`src/rtl/trx_spi_pkg.sv`:
```
package trx_spi_pkg;

    localparam int ADDR_W      = 7;
    localparam int DATA_W      = 8;
    localparam int FRAME_W     = 1 + ADDR_W + DATA_W;
    localparam int GUARD_TICKS = 2;

    typedef enum logic [1:0] {
        ST_IDLE,
        ST_SHIFT,
        ST_GUARD
    } spi_state_e;

    typedef struct packed {
        logic              wr;
        logic [ADDR_W-1:0] addr;
        logic [DATA_W-1:0] wdata;
    } reg_req_t;

    function automatic logic [FRAME_W-1:0] pack_frame(input reg_req_t r);
        return {r.wr, r.addr, r.wdata};
    endfunction

endpackage

```
`src/rtl/trx_spi_tick.sv`:
```
module trx_spi_tick #(
    parameter int HALF_DIV = 6
) (
    input  logic clk,
    input  logic rst,
    input  logic run,
    output logic tick
);
    generate
        if (HALF_DIV <= 1) begin : g_direct
            assign tick = run;
        end else begin : g_count
            localparam int CW = $clog2(HALF_DIV);
            localparam logic [CW-1:0] LAST = CW'(HALF_DIV - 1);
            logic [CW-1:0] cnt_q;

            assign tick = run && (cnt_q == LAST);

            always_ff @(posedge clk) begin
                if (rst || !run) begin
                    cnt_q <= '0;
                end else if (tick) begin
                    cnt_q <= '0;
                end else begin
                    cnt_q <= cnt_q + 1'b1;
                end
            end
        end
    endgenerate
endmodule

```
`src/rtl/trx_spi_ctrl.sv`:
```
module trx_spi_ctrl
    import trx_spi_pkg::*;
(
    input  logic clk,
    input  logic rst,
    input  logic req_valid,
    input  logic tick,
    output logic req_ready,
    output logic busy,
    output logic run,
    output logic load,
    output logic shift_en,
    output logic sample_en,
    output logic finish,
    output logic sen_n,
    output logic sclk
);
    localparam int BCW = $clog2(FRAME_W + 1);
    localparam int GCW = $clog2(GUARD_TICKS + 1);
    localparam logic [BCW-1:0] LAST_BIT = BCW'(FRAME_W);
    localparam logic [GCW-1:0] LAST_GD  = GCW'(GUARD_TICKS - 1);

    spi_state_e     state_q;
    logic           sclk_q;
    logic           sen_n_q;
    logic [BCW-1:0] bit_cnt_q;
    logic [GCW-1:0] gd_cnt_q;
    logic           rise_ev;
    logic           fall_ev;
    logic           all_bits;

    always_comb begin
        req_ready = (state_q == ST_IDLE);
        busy      = (state_q == ST_SHIFT);
        run       = (state_q != ST_IDLE);
        load      = req_ready && req_valid;
        rise_ev   = busy && tick && !sclk_q;
        fall_ev   = busy && tick && sclk_q;
        all_bits  = (bit_cnt_q == LAST_BIT);
        sample_en = rise_ev;
        shift_en  = fall_ev && !all_bits;
        finish    = fall_ev && all_bits;
    end

    assign sen_n = sen_n_q;
    assign sclk  = sclk_q;

    always_ff @(posedge clk) begin
        if (rst) begin
            state_q   <= ST_IDLE;
            sclk_q    <= 1'b0;
            sen_n_q   <= 1'b1;
            bit_cnt_q <= '0;
            gd_cnt_q  <= '0;
        end else begin
            unique case (state_q)
                ST_IDLE: begin
                    if (load) begin
                        state_q   <= ST_SHIFT;
                        sen_n_q   <= 1'b0;
                        bit_cnt_q <= '0;
                    end
                end
                ST_SHIFT: begin
                    if (rise_ev) begin
                        sclk_q    <= 1'b1;
                        bit_cnt_q <= bit_cnt_q + 1'b1;
                    end
                    if (fall_ev) begin
                        sclk_q <= 1'b0;
                    end
                    if (finish) begin
                        sen_n_q  <= 1'b1;
                        state_q  <= ST_GUARD;
                        gd_cnt_q <= '0;
                    end
                end
                ST_GUARD: begin
                    if (tick) begin
                        gd_cnt_q <= gd_cnt_q + 1'b1;
                        if (gd_cnt_q == LAST_GD) begin
                            state_q <= ST_IDLE;
                        end
                    end
                end
                default: state_q <= ST_IDLE;
            endcase
        end
    end
endmodule

```
`src/rtl/trx_spi_shifter.sv`:
```
module trx_spi_shifter
    import trx_spi_pkg::*;
(
    input  logic              clk,
    input  logic              rst,
    input  logic              load,
    input  reg_req_t          req,
    input  logic              shift_en,
    input  logic              sample_en,
    input  logic              finish,
    input  logic              miso,
    output logic              mosi,
    output logic [DATA_W-1:0] rd_data,
    output logic              done
);
    logic [FRAME_W-1:0] tx_q;
    logic [DATA_W-1:0]  rx_q;
    logic [DATA_W-1:0]  rd_q;
    logic               done_q;

    assign mosi    = tx_q[FRAME_W-1];
    assign rd_data = rd_q;
    assign done    = done_q;

    always_ff @(posedge clk) begin
        if (rst) begin
            tx_q   <= '0;
            rx_q   <= '0;
            rd_q   <= '0;
            done_q <= 1'b0;
        end else begin
            done_q <= finish;
            if (load) begin
                tx_q <= pack_frame(req);
            end else if (shift_en) begin
                tx_q <= {tx_q[FRAME_W-2:0], 1'b0};
            end else if (finish) begin
                tx_q <= '0;
            end
            if (sample_en) begin
                rx_q <= {rx_q[DATA_W-2:0], miso};
            end
            if (finish) begin
                rd_q <= rx_q;
            end
        end
    end
endmodule

```
`src/rtl/trx_reg_spi.sv`:
```
module trx_reg_spi
    import trx_spi_pkg::*;
#(
    parameter int HALF_DIV = 6
) (
    input  logic              clk,
    input  logic              rst,
    input  logic              req_valid,
    output logic              req_ready,
    input  logic              req_write,
    input  logic [ADDR_W-1:0] req_addr,
    input  logic [DATA_W-1:0] req_wdata,
    output logic              busy,
    output logic              done,
    output logic [DATA_W-1:0] rd_data,
    output logic              spi_sen_n,
    output logic              spi_sclk,
    output logic              spi_mosi,
    input  logic              spi_miso
);
    logic     run;
    logic     tick;
    logic     load;
    logic     shift_en;
    logic     sample_en;
    logic     finish;
    reg_req_t req;

    assign req = '{wr: req_write, addr: req_addr, wdata: req_wdata};

    trx_spi_tick #(.HALF_DIV(HALF_DIV)) u_tick (
        .clk  (clk),
        .rst  (rst),
        .run  (run),
        .tick (tick)
    );

    trx_spi_ctrl u_ctrl (
        .clk       (clk),
        .rst       (rst),
        .req_valid (req_valid),
        .tick      (tick),
        .req_ready (req_ready),
        .busy      (busy),
        .run       (run),
        .load      (load),
        .shift_en  (shift_en),
        .sample_en (sample_en),
        .finish    (finish),
        .sen_n     (spi_sen_n),
        .sclk      (spi_sclk)
    );

    trx_spi_shifter u_shift (
        .clk       (clk),
        .rst       (rst),
        .load      (load),
        .req       (req),
        .shift_en  (shift_en),
        .sample_en (sample_en),
        .finish    (finish),
        .miso      (spi_miso),
        .mosi      (spi_mosi),
        .rd_data   (rd_data),
        .done      (done)
    );
endmodule

```
`config.mk`:
```
export PLATFORM = sky130hd
export DESIGN_NAME = trx_reg_spi
export DESIGN_NICKNAME = d
export VERILOG_FILES = /design/src/rtl/trx_spi_pkg.sv /design/src/rtl/trx_spi_tick.sv /design/src/rtl/trx_spi_ctrl.sv /design/src/rtl/trx_spi_shifter.sv /design/src/rtl/trx_reg_spi.sv
export SDC_FILE = /design/constraint.sdc
export NUM_CORES = 1
export LEC_CHECK = 0
export CAP_MARGIN = 20
export CORE_UTILIZATION = 57
export CTS_CLUSTER_DIAMETER = 50
export DETAILED_ROUTE_END_ITERATION = 7
export GPL_ROUTABILITY_DRIVEN = 0
export PLACE_DENSITY = 0.89
export SYNTH_ARGS = -nofsm -noshare
export SYNTH_HDL_FRONTEND = slang
export SYNTH_SLANG_ARGS = --single-unit
```
`constraint.sdc`:
```
create_clock -name clk -period 3.7 [get_ports clk]
set_input_delay 0.74 -clock clk [delete_from_list [all_inputs] [get_ports clk]]
set_output_delay 0.74 -clock clk [all_outputs]
set_load 0.05 [all_outputs]
```
==> results of run 1 <==
## cell usage after synthesis (5+ instances only)
master,instances,share of area (%)
clkbuf_1,12,2.1
nor3_1,19,4.4
mux2i_1,13,6.0
nand2_1,19,3.3
nor2_1,29,5.0
buf_2,5,1.2
a221oi_1,15,6.0
dfxtp_1,47,43
inv_1,9,1.6
a21oi_1,11,2.5
ha_1,8,4.6
nand3_1,5,1.2
nand2b_1,7,2.0
and4b_1,16,7.4
## metal layers
layer | up-vias | track usage (%) | wire, um
met5 | - | 0 | 0
met4 | 0 | 8.52 | 44
met3 | 5 | 5.36 | 168
met2 | 37 | 36.6 | 2050
met1 | 814 | 30.1 | 2060
li1 | 912 | - | -
## stage by stage
| stage | setup WS [ps] | instance area, sq um | hold WS, ps | cells |
|---|---|---|---|---|
| global route | 451 | 2590 | 495 | 312 |
| finish | 578 | 2590 | 468 | 312 |
| detailed placement | 914 | 2490 | 459 | 304 |
| global placement | 953 | 2490 | 449 | 304 |
| floorplan | 1570 | 2170 | 436 | 240 |
| CTS | 579 | 2590 | 472 | 312 |
## registers in the layout, indices dropped and copies added (netlist names), 2 cells and up
register and flops:
u_ctrl.bit_cnt_q 5, u_ctrl.gd_cnt_q 2, u_ctrl.state_q 2, u_shift.rd_data 8, u_shift.rx_q 8, u_shift.tx_q 16, u_tick.g_count.cnt_q 3
## placed cells by master, fill, tap and decap left out, types with 2 or more instances in the layout
cell type / count
nand2_1: 19
nor2_1: 29
clkdlybuf4s50_1: 33
and4b_1: 16
xnor2_1: 4
a2111oi_0: 2
buf_4: 2
nand2b_1: 7
a221oi_1: 15
clkbuf_8: 5
ha_1: 8
mux2i_1: 13
inv_1: 9
o32ai_1: 2
nor3_1: 19
a21oi_1: 11
dfxtp_1: 47
nand3_1: 5
or3b_2: 2
## logic make-up after synthesis
| family | synth area share (%) |
|---|---|
| multiplexers | 5.98 |
| buffers and inverters | 5.47 |
| AO/OA/AOI/OAI | 12.0 |
| AND/OR/NAND/NOR | 27.1 |
| flip-flops | 43.3 |
| XOR/XNOR | 1.61 |
| adder cells (fa/ha/maj) | 4.60 |
## area by class of cell
cell class | count | area share, %
Clock buffer | 5 | 2.66
Clock inverter | 3 | 0.871
Inverter | 9 | 1.31
Multi-Input combinational cell | 165 | 43.1
Sequential cell | 47 | 36.4
Tap cell | 48 | 2.32
Timing Repair Buffer | 35 | 13.4
## report_power, final
group	switching (W)	leakage, nW	internal (W)	total (W)
Combinational	0.000273	0.594	0.000188	0.000461
Sequential	0.0000313	0.383	0.000565	0.000596
Clock	0.000180	0.0485	0.000135	0.000316
Total	0.000485	1.03	0.000888	0.00137
## worst paths after layout
| path | end | slack [ps] | cells past startpoint |
|---|---|---|---|
| setup / recovery | req_ready | 580 | 3 |
| hold / removal | u_shift.rx_q[7] | 470 | 2 |
| setup reg to reg | u_shift.rd_data[3] | 990 | 6 |
| hold reg to reg | u_shift.rx_q[7] | 470 | 2 |
## worst reg2reg max path, stage by stage (launching register included)
cell and delay (ps):
dfxtp_1 360, inv_1 70, ha_1 490, and4b_1 720, nand3_1 580, mux2i_1 310
nor2_1 60
==> flow_summary_export.csv, run 1 <==
group,metric,value,unit
sta,slew_viol_final,0,
global_routing,grt_max_degree,28,
setup_path,cp_top_family,"buffers and inverters",
setup_path,crit_path_end_kind,"primary output",
logic_synthesis,synth-seq-area-share,43.3,%
setup_path,cp_data_arrival_time,2380,ps
drt,drc,0,
drt,vias,1768,
setup_path,worstPathCellList,"inv_1 > ha_1 > clkdlybuf4s50_1",
floorplanning,io_pins,34,
final_layout,multi_input_area,1110,sq um
logic_synthesis,yosys_warnings,0,
sta,rsz0062_at_grt,"false",
floorplanning,initial_core_util,59.4,%
final_layout,fill_cells,299,
floorplanning,die_x,63.8,um
drt,wire_per_inst,13.8,um
min_path,min_path_type,"flip-flop to flip-flop",
power_and_ir_drop,ir_drop,308,uV
floorplanning,dieArea,4070,sq um
sta,setup_viol,0,
setup_path,worstReg2RegStart,"u_ctrl.state_q[0]",
floorplanning,core-area,3660,sq um
logic_synthesis,ys_seq_elements,47,
logic_synthesis,synth.avg_cell_area,9.06,sq um
sta,fin_crit,3120,ps
clock_network,tritoncts,"yes",
final_layout,drive_gt1_share,6.44,%
drt,ant_nets,0,
sta,max_freq,320,MHz
logic_synthesis,netlist_area,2170,sq um
final_layout,n_antenna_cell,0,
setup_path,crit_fanout,27,
floorplanning,die_h,63.8,um
setup_path,cp_slowest_stage_delay,950,ps
logic_synthesis,async_flop_share,0,%
drt,routed_wl,4.32,mm
setup_path,critical_path_class,"flip-flop to primary output",
clock_network,clock_path_buffers,2,
clock_network,numCtsBuffers,5,
drt,via_per_inst,5.67,
clock_network,cts.sinks,47,
final_layout,regArea,941,sq um
status,outcome,"complete, no violations",
power_and_ir_drop,p_per_area,531,nW/um^2
place,dp_hpwl,2.83,mm
power_and_ir_drop,leakage,1.03,nW
logic_synthesis,synth_cells,240,
power_and_ir_drop,finalPower,0.00137,W
clock_network,cts_root_buffer,"clkbuf_8",
global_routing,grt_pass1_vias,1636,
sta,setup_tns,0,ps
drt,drt_pass1_iterations,5,
setup_path,start_kind,"flip-flop",
final_layout,final_util,70.6,%
global_routing,antenna_found_initial,0,
drt,dr.first_iter.drc_count,142,
floorplanning,rows,22,
clock_network,cts_resized,0,
sta,fin_worst_skew,10.0,ps
logic_synthesis,syn_nets,268,
final_layout,layout.nets,291,
logic_synthesis,ys.flop_type,"dfxtp_1",
min_path,min_from,"u_shift.rx_q[7]",
sta,relSlewSlack,43.6,%
flow_run,drv_cap,0,
sta,tightest_slew,846,ps
clock_network,h-tree-depth,2,
global_routing,grt_overflow,0,
setup_path,critPathSlowestCell,"clkdlybuf4s50_1",
clock_network,clk_latency,310,ps
logic_synthesis,synth_edf_count,0,
setup_path,cp.required,2960,ps
global_routing,grt_first_pass_wirelength,7.39,mm
clock_network,cts.clk_slew.worst_paths,90,ps
final_layout,syn_to_final_growth,18.9,%
sta,hold_violations,0,
place,port_buffers,33,
setup_path,crit_buf_inv,2,
logic_synthesis,synth_cell_type_count,32,
sta,fin_crit_sh,84.4,%
clock_network,holdBufCountCts,0,
clock_network,cts_setup_buffers,0,
setup_path,startpoint,"u_ctrl.state_q[0]",
global_routing,track_usage,23.0,%
Power figures use the tool's default switching activity.
==> inputs of run 2 (changes only) <==
--- a/config.mk
+++ b/config.mk
@@ -6,11 +6,11 @@
 export NUM_CORES = 1
 export LEC_CHECK = 0
 export CAP_MARGIN = 20
-export CORE_UTILIZATION = 57
+export CORE_UTILIZATION = 48
 export CTS_CLUSTER_DIAMETER = 50
 export DETAILED_ROUTE_END_ITERATION = 7
 export GPL_ROUTABILITY_DRIVEN = 0
-export PLACE_DENSITY = 0.89
+export PLACE_DENSITY = 0.8
 export SYNTH_ARGS = -nofsm -noshare
 export SYNTH_HDL_FRONTEND = slang
 export SYNTH_SLANG_ARGS = --single-unit
==> constraint.sdc (replaced) <==
create_clock -name clk -period 2.55 [get_ports clk]
set_input_delay 0.51 -clock clk [delete_from_list [all_inputs] [get_ports clk]]
set_output_delay 0.51 -clock clk [all_outputs]
set_load 0.05 [all_outputs]
==> run 2 against run 1 <==
- first-iteration DRC count rose by 12%
- largest cell class unchanged
- register-to-register slack got worse by 440 ps
- non-clock buffer count rose by 6
- clock-buffer cell count did not move
- combinational power rose by 59%
- setup slack got worse by 420 ps
- design area rose by 3.1%
==> flow_summary_export.csv, run 2 (synthesized netlist as in run 1, its figures left out) <==
group,metric,value,unit
clock_network,cts_resized,0,
power_and_ir_drop,p_per_area,805,nW/um^2
global_routing,grt_max_degree,27,
sta,max_freq,418,MHz
clock_network,cts.sinks,47,
setup_path,cp_top_family,"buffers and inverters",
setup_path,crit_fanout,8,
place,place_area,2550,sq um
clock_network,cts_root_buffer,"clkbuf_8",
clock_network,numCtsBuffers,5,
clock_network,cts.clk_slew.worst_paths,90,ps
min_path,min_path_type,"flip-flop to flip-flop",
final_layout,syn_to_final_growth,22.7,%
clock_network,clock_path_buffers,2,
drt,ant_nets,0,
setup_path,critical_path_class,"flip-flop to primary output",
sta,tightest_slew,545,ps
global_routing,antenna_found_initial,0,
drt,drc,0,
final_layout,fill_cells,376,
final_layout,final_area,2670,sq um
clock_network,h-tree-depth,2,
min_path,min_from,"u_shift.rx_q[2]",
drt,drt_pass1_iterations,4,
clock_network,holdBufCountCts,0,
status,outcome,"complete, no violations",
global_routing,grt_pass1_vias,1773,
setup_path,cp.required,2040,ps
setup_path,crit_path_end_kind,"primary output",
setup_path,cp_data_arrival_time,1880,ps
floorplanning,die_h,69.3,um
sta,setup_viol,0,
sta,rsz0062_at_grt,"false",
setup_path,crit_buf_inv,2,
sta,relSlewSlack,63.7,%
power_and_ir_drop,leakage,1.07,nW
min_path,min_path_cells,2,
min_path,min_to,"u_shift.rx_q[3]",
drt,vias,1839,
power_and_ir_drop,ir_drop,427,uV
sta,fin_worst_skew,8.18,ps
drt,dr.first_iter.drc_count,159,
final_layout,multi_input_area,1110,sq um
flow_run,drv_cap,0,
setup_path,cp_slowest_stage_delay,860,ps
final_layout,final_cell_mix,"dfxtp_1 (47), clkdlybuf4s50_1 (32), nor2_1 (29), nand2_1 (19), nor3_1 (19)",
floorplanning,initial_core_util,49.9,%
drt,wire_per_inst,14.1,um
final_layout,drive_gt1_share,8.89,%
setup_path,rr_worst_depth,6,
sta,fin_crit_sh,93.7,%
floorplanning,dieArea,4800,sq um
floorplanning,die_x,69.3,um
global_routing,track_usage,19.5,%
clock_network,tritoncts,"yes",
floorplanning,rows,24,
global_routing,grt_first_pass_wirelength,7.65,mm
sta,setup_tns,0,ps
setup_path,rrSetupSlack,550,ps
global_routing,grt_overflow,0,
setup_path,worstPathCellList,"inv_1 > ha_1 > clkdlybuf4s50_1",
place,port_buffers,33,
clock_network,cts_setup_buffers,0,
clock_network,clk_latency,310,ps
final_layout,n_antenna_cell,0,
setup_path,worstReg2RegStart,"u_ctrl.state_q[0]",
floorplanning,io_pins,34,
drt,via_per_inst,5.71,
setup_path,rr_endpoint,"u_ctrl.bit_cnt_q[1]",
final_layout,largest_reg_flops,16,
final_layout,final_common_cell,"dfxtp_1",
final_layout,layout.nets,297,
drt,routed_wl,4.55,mm
setup_path,start_kind,"flip-flop",
setup_path,critPathSlowestCell,"clkdlybuf4s50_1",
sta,hold_violations,0,
final_layout,regArea,941,sq um
sta,slew_viol_final,0,
final_layout,top_register,"u_shift.tx_q",
floorplanning,core-area,4350,sq um
place,dp_hpwl,3.03,mm
sta,fin_crit,2390,ps
## run 2: cell types whose count changed in the layout (fill, tap and decap cells not counted)
| cell | previous run | this run |
|---|---|---|
| clkdlybuf4s50_1 | 33 | 32 |
| bufinv_16 | 0 | 1 |
| buf_4 | 2 | 8 |
| buf_12 | 0 | 1 |
| inv_6 | 1 | 0 |
## run 2: worst max path at each step
stage                            from          endpoint  cells after the start
floorplan           u_ctrl.state_q[0]  u_shift.tx_q[15]                      9
global placement    u_ctrl.state_q[1]              busy                      3
global route        u_ctrl.state_q[1]              busy                      3
detailed placement  u_ctrl.state_q[1]              busy                      3
finish              u_ctrl.state_q[1]              busy                      3
CTS                 u_ctrl.state_q[1]              busy                      3
## run 2: tightest hold or removal path, delay by kind of cell, from the launching register on
family,cells,cell delay [ps]
DFF,1,330
AOI/OAI and AO/OA,1,50
and+or+nand+nor,1,60
## run 2: area by class of cell
type,instances,share of cell area [%]
clock inverters,3,1.64
multi-input cells,165,41.8
repair buffers,41,15.0
inverters,9,1.27
flip-flops and latches,47,35.3
clock buffers,5,2.58
well taps,52,2.44
## run 2: metrics by stage
step	hold slack [ps]	instances	total power [W]	util (%)	setup WS, ps
after floorplan	436	240	0.00139	-	421
after global placement	447	314	0.00159	58.7	530
after detailed placement	462	314	0.00161	58.7	495
after CTS	475	322	0.00216	61.3	136
after global routing	490	322	0.00226	61.3	105
final	473	322	0.00215	61.3	160
## run 2: per-layer routing
| layer | GRT usage, % | vias up | share of wire (%) |
|---|---|---|---|
| met4 | 10.2 | 0 | 1.6 |
| li1 | - | 916 | - |
| met1 | 23.4 | 872 | 45 |
| met2 | 32.9 | 44 | 49 |
| met3 | 3.78 | 7 | 4.2 |
| met5 | 0 | - | 0 |
## run 2: where the power goes
| part | total [W] | internal, W | switching, W | leakage, nW |
|---|---|---|---|---|
| Combinational | 0.000732 | 0.000315 | 0.000417 | 0.629 |
| Sequential | 0.000865 | 0.000819 | 0.0000455 | 0.383 |
| Clock | 0.000551 | 0.000292 | 0.000258 | 0.0581 |
| Total | 0.00215 | 0.00143 | 0.000721 | 1.07 |
